==> config.mk <==
export PLATFORM = sky130hd
export DESIGN_NAME = scg_sample_clk
export DESIGN_NICKNAME = d
export VERILOG_FILES = /design/src/rtl/scg_pkg.sv /design/src/rtl/scg_base_src.sv /design/src/rtl/scg_rate_div.sv /design/src/rtl/scg_half_div.sv /design/src/rtl/scg_sample_clk.sv
export SDC_FILE = /design/constraint.sdc
export NUM_CORES = 1
export LEC_CHECK = 0
export ABC_AREA = 1
export ABC_CLOCK_PERIOD_IN_PS = 2000
export BUFFER_PORTS_ARGS = -buffer_cell sky130_fd_sc_hd__buf_2
export CORE_UTILIZATION = 50
export CTS_CLUSTER_DIAMETER = 100
export DETAILED_ROUTE_END_ITERATION = 10
export GPL_TIMING_DRIVEN = 0
export PLACE_DENSITY = 0.71
export SLEW_MARGIN = 10
export SYNTH_ARGS = -nofsm -noshare
export SYNTH_HDL_FRONTEND = slang
export SYNTH_SLANG_ARGS = --single-unit
==> constraint.sdc <==
create_clock -name clk -period 2 [get_ports clk]
set_input_delay 0.6 -clock clk [delete_from_list [all_inputs] [get_ports clk]]
set_output_delay 0.6 -clock clk [all_outputs]
set_load 0.02 [all_outputs]
==> src/rtl/scg_pkg.sv <==
`timescale 1ns/1ps
package scg_pkg;
   localparam int unsigned SCG_RATE_W      = 5;
   localparam int unsigned SCG_DIV_MIN     = 2;
   localparam int unsigned SCG_DIV_MAX     = 16;
   localparam int unsigned SCG_BYPASS_CODE = 0;
   localparam int unsigned SCG_SYNC_STAGES = 2;

   typedef enum logic {
      SRC_ONBOARD  = 1'b0,
      SRC_EXTERNAL = 1'b1
   } scg_src_e;
endpackage

==> src/rtl/scg_base_src.sv <==
`timescale 1ns/1ps
module scg_base_src
   import scg_pkg::*;
#(
   parameter int unsigned SYNC_STAGES = SCG_SYNC_STAGES
) (
   input  logic     clk,
   input  logic     rst,
   input  scg_src_e src_sel,
   input  logic     ext_clk,
   output logic     base_step
);
   localparam int unsigned MSB = SYNC_STAGES - 1;

   logic [SYNC_STAGES-1:0] sync_q;
   logic                   ext_prev_q;
   logic                   ext_rise;

   always_ff @(posedge clk) begin
      if (rst) begin
         sync_q     <= '0;
         ext_prev_q <= 1'b0;
      end else begin
         sync_q     <= {sync_q[SYNC_STAGES-2:0], ext_clk};
         ext_prev_q <= sync_q[MSB];
      end
   end

   assign ext_rise  = sync_q[MSB] & ~ext_prev_q;
   assign base_step = (src_sel == SRC_EXTERNAL) ? ext_rise : 1'b1;


   ext_step_spacing_chk: assert property (@(posedge clk) disable iff (rst)
      (src_sel == SRC_EXTERNAL && base_step) |=> (src_sel != SRC_EXTERNAL || !base_step));


   onboard_step_chk: assert property (@(posedge clk) disable iff (rst)
      (src_sel == SRC_ONBOARD) |-> base_step);
endmodule

==> src/rtl/scg_rate_div.sv <==
`timescale 1ns/1ps
module scg_rate_div
   import scg_pkg::*;
#(
   parameter int unsigned RATE_W      = SCG_RATE_W,
   parameter int unsigned DIV_MIN     = SCG_DIV_MIN,
   parameter int unsigned DIV_MAX     = SCG_DIV_MAX,
   parameter int unsigned BYPASS_CODE = SCG_BYPASS_CODE
) (
   input  logic              clk,
   input  logic              rst,
   input  logic [RATE_W-1:0] rate_code,
   input  logic              step,
   input  logic              reload_ok,
   output logic              half_done
);
   localparam int unsigned DIV_W = $clog2(DIV_MAX + 1);

   function automatic logic [DIV_W-1:0] decode(input logic [RATE_W-1:0] code);
      int unsigned cv;
      cv = 32'(code);
      if (cv == BYPASS_CODE)
         return DIV_W'(1);
      else if (cv >= DIV_MIN && cv <= DIV_MAX)
         return DIV_W'(cv);
      else
         return DIV_W'(DIV_MAX);
   endfunction

   logic [DIV_W-1:0] div_q;
   logic [DIV_W-1:0] cnt_q;
   logic             last;

   assign last      = step && (cnt_q == div_q - DIV_W'(1));
   assign half_done = last;

   always_ff @(posedge clk) begin
      if (rst) begin
         cnt_q <= '0;
         div_q <= decode(rate_code);
      end else begin
         if (step)
            cnt_q <= last ? '0 : cnt_q + DIV_W'(1);
         if (last && reload_ok)
            div_q <= decode(rate_code);
      end
   end


   cnt_range_chk: assert property (@(posedge clk) disable iff (rst)
      cnt_q < div_q);


   div_hold_chk: assert property (@(posedge clk) disable iff (rst)
      (!$past(rst) && !$stable(div_q)) |-> $past(last && reload_ok));


   div_legal_chk: assert property (@(posedge clk) disable iff (rst)
      (div_q == DIV_W'(1)) || (div_q >= DIV_W'(DIV_MIN) && div_q <= DIV_W'(DIV_MAX)));
endmodule

==> src/rtl/scg_half_div.sv <==
`timescale 1ns/1ps
module scg_half_div (
   input  logic clk,
   input  logic rst,
   input  logic half_done,
   output logic sclk,
   output logic tick
);
   logic sclk_q;
   logic tick_q;

   always_ff @(posedge clk) begin
      if (rst) begin
         sclk_q <= 1'b0;
         tick_q <= 1'b0;
      end else begin
         tick_q <= half_done && !sclk_q;
         if (half_done)
            sclk_q <= !sclk_q;
      end
   end

   assign sclk = sclk_q;
   assign tick = tick_q;


   tick_on_rise_chk: assert property (@(posedge clk) disable iff (rst)
      tick_q |-> (sclk_q && !$past(sclk_q)));


   tick_single_chk: assert property (@(posedge clk) disable iff (rst)
      tick_q |=> !tick_q);


   toggle_cause_chk: assert property (@(posedge clk) disable iff (rst)
      (!$past(rst) && sclk_q != $past(sclk_q)) |-> $past(half_done));
endmodule

==> src/rtl/scg_sample_clk.sv <==
`timescale 1ns/1ps
module scg_sample_clk
   import scg_pkg::*;
#(
   parameter int unsigned RATE_W      = SCG_RATE_W,
   parameter int unsigned DIV_MIN     = SCG_DIV_MIN,
   parameter int unsigned DIV_MAX     = SCG_DIV_MAX,
   parameter int unsigned BYPASS_CODE = SCG_BYPASS_CODE,
   parameter int unsigned SYNC_STAGES = SCG_SYNC_STAGES
) (
   input  logic              clk,
   input  logic              rst,
   input  logic              src_ext,
   input  logic              ext_clk,
   input  logic [RATE_W-1:0] rate_code,
   output logic              sample_clk,
   output logic              sample_tick
);
   generate
      if (SYNC_STAGES < 2) begin : g_bad_sync
         $error("SYNC_STAGES must be at least 2");
      end
      if (DIV_MIN < 2 || DIV_MIN > DIV_MAX) begin : g_bad_div
         $error("divisor range must satisfy 2 <= DIV_MIN <= DIV_MAX");
      end
      if (DIV_MAX >= (1 << RATE_W)) begin : g_bad_width
         $error("DIV_MAX must be encodable in RATE_W bits");
      end
      if (BYPASS_CODE >= DIV_MIN && BYPASS_CODE <= DIV_MAX) begin : g_bad_bypass
         $error("bypass code collides with a divisor code");
      end
   endgenerate

   scg_src_e src_sel;
   logic     base_step;
   logic     half_done;
   logic     sclk;
   logic     tick;

   assign src_sel = src_ext ? SRC_EXTERNAL : SRC_ONBOARD;

   scg_base_src #(
      .SYNC_STAGES (SYNC_STAGES)
   ) u_src (
      .clk       (clk),
      .rst       (rst),
      .src_sel   (src_sel),
      .ext_clk   (ext_clk),
      .base_step (base_step)
   );

   scg_rate_div #(
      .RATE_W      (RATE_W),
      .DIV_MIN     (DIV_MIN),
      .DIV_MAX     (DIV_MAX),
      .BYPASS_CODE (BYPASS_CODE)
   ) u_div (
      .clk       (clk),
      .rst       (rst),
      .rate_code (rate_code),
      .step      (base_step),
      .reload_ok (!sclk),
      .half_done (half_done)
   );

   scg_half_div u_half (
      .clk       (clk),
      .rst       (rst),
      .half_done (half_done),
      .sclk      (sclk),
      .tick      (tick)
   );

   assign sample_clk  = sclk;
   assign sample_tick = tick;


   reset_low_chk: assert property (@(posedge clk)
      $past(rst) |-> (!sample_clk && !sample_tick));
endmodule

# --- After elaboration in Yosys (flattened, before gate mapping) ---
# Cells that the tools add are included.
word_totals:
  regBits: 15
  latchBits: 0
  ram_bits: 0
  romBits: 0
  n_memories: 0
classes:
  add_sub_neg: 2
  n_mul: 0
  n_div: 0
  order_cmp: 2
  eq_ne: 1
  shift: 0
  muxes: 7
  bitwise: 2
  n_reduce_logical: 6
ops:
  columns: ["op", "count"]
  rows:
  - ["5-bit 2-to-1 mux", 5]
  - ["5-bit by 1-bit adder with 5-bit output, second input constant", 1]
  - ["5-bit equality test", 1]
  - ["5-bit by 2-bit greater-or-equal comparator with 1-bit output, second input constant", 1]
  - ["5-bit less-or-equal comparator, second input constant", 1]
  - ["5-bit logical NOT", 1]
  - ["5-bit by 1-bit subtractor with 5-bit output, second input constant", 1]
  - ["1-bit logical AND", 3]
  - ["1-bit 2-to-1 mux", 2]
  - ["2-bit nonzero test", 1]
  - ["1-bit AND", 1]
  - ["1-bit logical NOT", 1]
  - ["1-bit NOT", 1]

# --- Longest topological paths before layout ---
depth:
  ltp_word: 7
  depth_mapped: 10

# --- Cells and area by module ---
# From an unflattened synthesis, not the netlist that was laid out.
hier_totals:
  cells_unflattened: 115
  area_unflattened_um2: 835.8
by_module_without_submodules:
  columns: ["mod", "instances", "cells_per_inst", "area_each_um2", "seq_area_each_um2"]
  rows:
  - ["scg_rate_div", 1, 93, 661.9, 250.2]
  - ["scg_base_src", 1, 12, 96.3, 60.1]
  - ["scg_half_div", 1, 9, 73.8, 40.0]
  - ["scg_sample_clk", 1, 1, 3.8, 0.0]

# --- Least setup slack after synthesis ---
# Ideal clock, no wire load.
synth_path:
  kind: "reg2reg"
  startpoint: "register u_div.div_q[0]"
  endpoint: "register u_div.div_q[0] (enable)"
  setup_time_ps: 313
  t_arrival_ps: 1339
  t_required_ps: 1687
  slack_ps: 348
  path_stages_with_launch: 10
  synth_period_minus_slack_ps: 1652
  cell_sequence: "edfxtp_1 inv_1 ha_1 inv_1 nand2_1 nand2_1 nand3_1 nor2_4 nand4_2 nand2_1"
synth_between:
  elab_chain_cells: 5
synth_rtl:
  columns: ["item", "line", "text"]
  rows:
  - ["from (decl)", "scg_rate_div.sv:30", "logic [DIV_W-1:0] div_q;"]
  - ["from (signal assigned)", "scg_rate_div.sv:40", "div_q <= decode(rate_code);"]
  - ["from (signal assigned)", "scg_rate_div.sv:45", "div_q <= decode(rate_code);"]
  - ["5-bit by 1-bit subtractor with 5-bit output", "scg_rate_div.sv:34", "assign last = step && (cnt_q == div_q - DIV_W'(1));"]
  - ["5-bit equality test", "scg_rate_div.sv:34", null]
  - ["1-bit logical AND", "scg_rate_div.sv:34", null]
  - ["1-bit logical AND", "scg_rate_div.sv:44", "if (last && reload_ok)"]
  - ["2-bit nonzero test (no source line)", null, null]
# No other way between the ends.
# A chain may end at the register's enable or synchronous reset.

# --- Worst setup path after layout ---
layout_path:
  startpoint: "register u_div.div_q[0]"
  endpoint: "register u_div.div_q[3] (enable)"
# The elaborated chain is that of the path after synthesis.

==> reports/summary.log <==
[setup_path] Worst Path Required 1.99 ns
[floorplan] chip width 42.3 um
[timing] post-layout minimum cycle time 1.82 ns
[global_route] largest net degree at the start of global routing 10
[floorplan] effective utilization at floorplan 0.539
[yosys] library cells used by synthesis 20
[finish] fin nets 137
[setup_path] element type at the critical path start flip-flop
[timing] share of the clock period used by the worst path after layout 0.910
[timing] setup repair after global routing missed its margin false
[clocking] clock root buffer sky130_fd_sc_hd__clkbuf_4
[power] overall power after layout 0.613 mW
[finish] share of post-route cells with drive strength above 1 0.192
[power] Pwr Density 672 nW/um2
[yosys] mean instance size in the synthesized netlist 7.32 um2
[global_route] number of antenna violations at the first check in global routing 0
[floorplan] row count 14
[timing] total negative setup slack 0 ns
[detailed_routing] antenna-violating nets left 0
[yosys] main area contributors after synthesis sky130_fd_sc_hd__dfxtp_1 (25%), sky130_fd_sc_hd__edfxtp_1 (18%), sky130_fd_sc_hd__inv_1 (11%)
[global_route] global-route wire length before repair 2480 um
[timing] # setup viols final 0
[floorplan] number of primary I/O pins 11
[yosys] main combinational cell family by area after synthesis simple AND/OR/NAND/NOR gates
[finish] register cell area after layout 350 um2
[finish] Antenna Cells 0
[timing] f_max 0.549 GHz
[timing] worst-case clock skew 0.00223 ns
[setup_path] critical path start-end classification reg -> reg
[floorplan] area of the placeable core 1510 um2
[timing] transition at the pin with the smallest max-transition slack 0.200 ns
[floorplan] area enclosed by the die boundary 1790 um2
[clocking] worst-skew pair later-pin latency 0.28 ns
[min_path] Hold Path Class reg -> reg
[yosys] synthesized-area fraction occupied by adder cells 0.0308
[setup_path] Crit Path Max Fanout 5
[placement] final estimated routing congestion in global placement 0.794
[detailed_routing] Via density 4.67
[setup_path] data arrival at the endpoint of the critical path 1.81 ns
[finish] growth of design area from synthesis to finish 12.3%
[yosys] cell accounting for the most synthesized area sky130_fd_sc_hd__dfxtp_1
[yosys] post-synthesis mux area share 0
[clocking] number of buffers added for setup after CTS 0
[detailed_routing] Detailed Routing Iterations Pass 1 4
[timing] final hold violation count 0
[yosys] Post-Synth Simple-Gate Area 0.320
[yosys] area share of xor/xnor cells in the synthesized design 0.0539
[timing] count of final max-slew check failures 0
[detailed_routing] routed wire length per instance 10.1 um
[yosys] synthesis warning total 0
[power] leak pwr 0.457 nW
[outcome] outcome finished, final reports clean
[placement] hpwl dp 1110 um
[yosys] post-synthesis net count 122
[yosys] area fraction in compound gates after synthesis 0.0478
[setup_path] Critical Path Sink Type flip-flop
[clocking] clock transition at the registers of the reported paths 0.09 ns
[yosys] Yosys top cell area share 0.247
[detailed_routing] Detailed Route Iter0 Violations 11
[yosys] register area share after synthesis 0.431
[global_route] combined global-route utilization of all metal layers 0.185
[clocking] total CTS buffers 3
[detailed_routing] via count 658
[global_route] global route total overflow 0
[clocking] clk sinks 15
[global_route] number of global-route vias before repair 592
[timing] Max-Slew Margin vs Limit 0.866
[clocking] TritonCTS clock tree built
[clocking] Longest Clk Path Bufs 2
[yosys] number of instances in the synthesized netlist 111
[detailed_routing] number of remaining DRC errors 0
[yosys] register bit count reported by yosys 15
[power] worst-case vdd ir drop 0.499 mV
[job] count of maximum capacitance violations 0
[yosys] Netlist Area Pre-Place 812 um2
[placement] number of buffer cells added on primary ports 10
[clocking] Clock H-tree levels 1
[floorplan] vertical extent of the die 42.3 um
[detailed_routing] wire length reported by the detailed router 1420 um
[finish] count of fill cells added during filler insertion 150
[finish] multi-input gate area in the final layout 370 um2
[power by group]
part | switching [mW] | leakage (nW) | internal (mW)
Combinational | 0.0614 | 0.307 | 0.0370
Clock | 0.0964 | 0.0177 | 0.0742
Sequential | 0.0127 | 0.132 | 0.331
[through the flow]
stage	setup WS [ns]	hold slack [ns]	util	cell area, um2	instances
floorplan	0.348	0.388	-	812	111
CTS	0.0750	0.417	0.604	910	141
detailed placement	0.0916	0.402	0.586	882	137
global route	0.00783	0.444	0.605	912	141
global placement	0.180	0.403	0.586	882	137
finish	0.180	0.414	0.605	912	141
[worst paths after layout]
check | endpoint | cells past startpoint | slack, ns | startpoint
worst min register to register | u_src.sync_q[1] | 2 | 0.41 | u_src.sync_q[0]
worst max register to register | u_div.div_q[3] | 9 | 0.18 | u_div.div_q[0]
worst max-delay path | u_div.div_q[3] | 9 | 0.18 | u_div.div_q[0]
worst min-delay path | u_src.sync_q[1] | 2 | 0.41 | u_src.sync_q[0]
[layer usage]
layer  GRT usage  vias up  wire length, um
li1            -      364                -
met1       0.242      287              713
met2       0.298        5              676
met3      0.0129        2               21
met4       0.113        0               11
met5           0        -                0
[cells by family after synthesis]
| logic type | count (synthesis) |
|---|---|
| AOI/OAI and AO/OA | 7 |
| xor gates and xnor gates | 5 |
| adders and majority gates | 2 |
| buffers and inverters | 25 |
| DFF | 15 |
| and+or+nand+nor | 57 |
[synthesized netlist by cell type, drive strengths merged]
library cell	number
a21oi	2
dfxtp	10
edfxtp	5
ha	2
inv	25
nand2	27
nand3	8
nand4	2
nor2	18
nor3	2
o21ai	5
xnor2	1
xor2	4
[what timing repair did]
item                                    in CTS  in global routing
gates resized for setup                      0                  1
hold buffers                                 0                  0
endpoints found under the setup margin       0                  5
[state kept, by name, summed over array words and instances, names as in the netlist]
signal            cells
u_div.cnt_q           5
u_half.tick           1
u_src.ext_prev_q      1
u_src.sync_q          2
u_half.sclk           1
u_div.div_q           5
[worst max-delay path: stages, from the launching register on]
cell,delay [ns]
sky130_fd_sc_hd__edfxtp_1,0.42
sky130_fd_sc_hd__inv_1,0.08
sky130_fd_sc_hd__ha_1,0.33
sky130_fd_sc_hd__inv_1,0.07
sky130_fd_sc_hd__nand2_1,0.05
sky130_fd_sc_hd__nand2_1,0.06
sky130_fd_sc_hd__nand3_1,0.11
sky130_fd_sc_hd__nor2_4,0.13
sky130_fd_sc_hd__nand4_2,0.13
sky130_fd_sc_hd__nand2_2,0.16
[cell usage in the layout, fill, tap and decap left out, drive strengths merged]
cell type	n
a21oi	2
buf	10
clkbuf	3
clkinv	1
dfxtp	10
edfxtp	5
ha	2
inv	25
nand2	27
nand3	8
nand4	2
nor2	18
nor3	2
o21ai	5
xnor2	1
xor2	4
[final cells by class]
type | instances | area share
clock buffer | 3 | 0.0247
multi-input combinational | 71 | 0.406
tap | 16 | 0.0219
sequential | 15 | 0.384
inverter | 25 | 0.103
timing repair buffer | 10 | 0.0549
clock inverter | 1 | 0.00549
(Power assumes the default switching activity.)
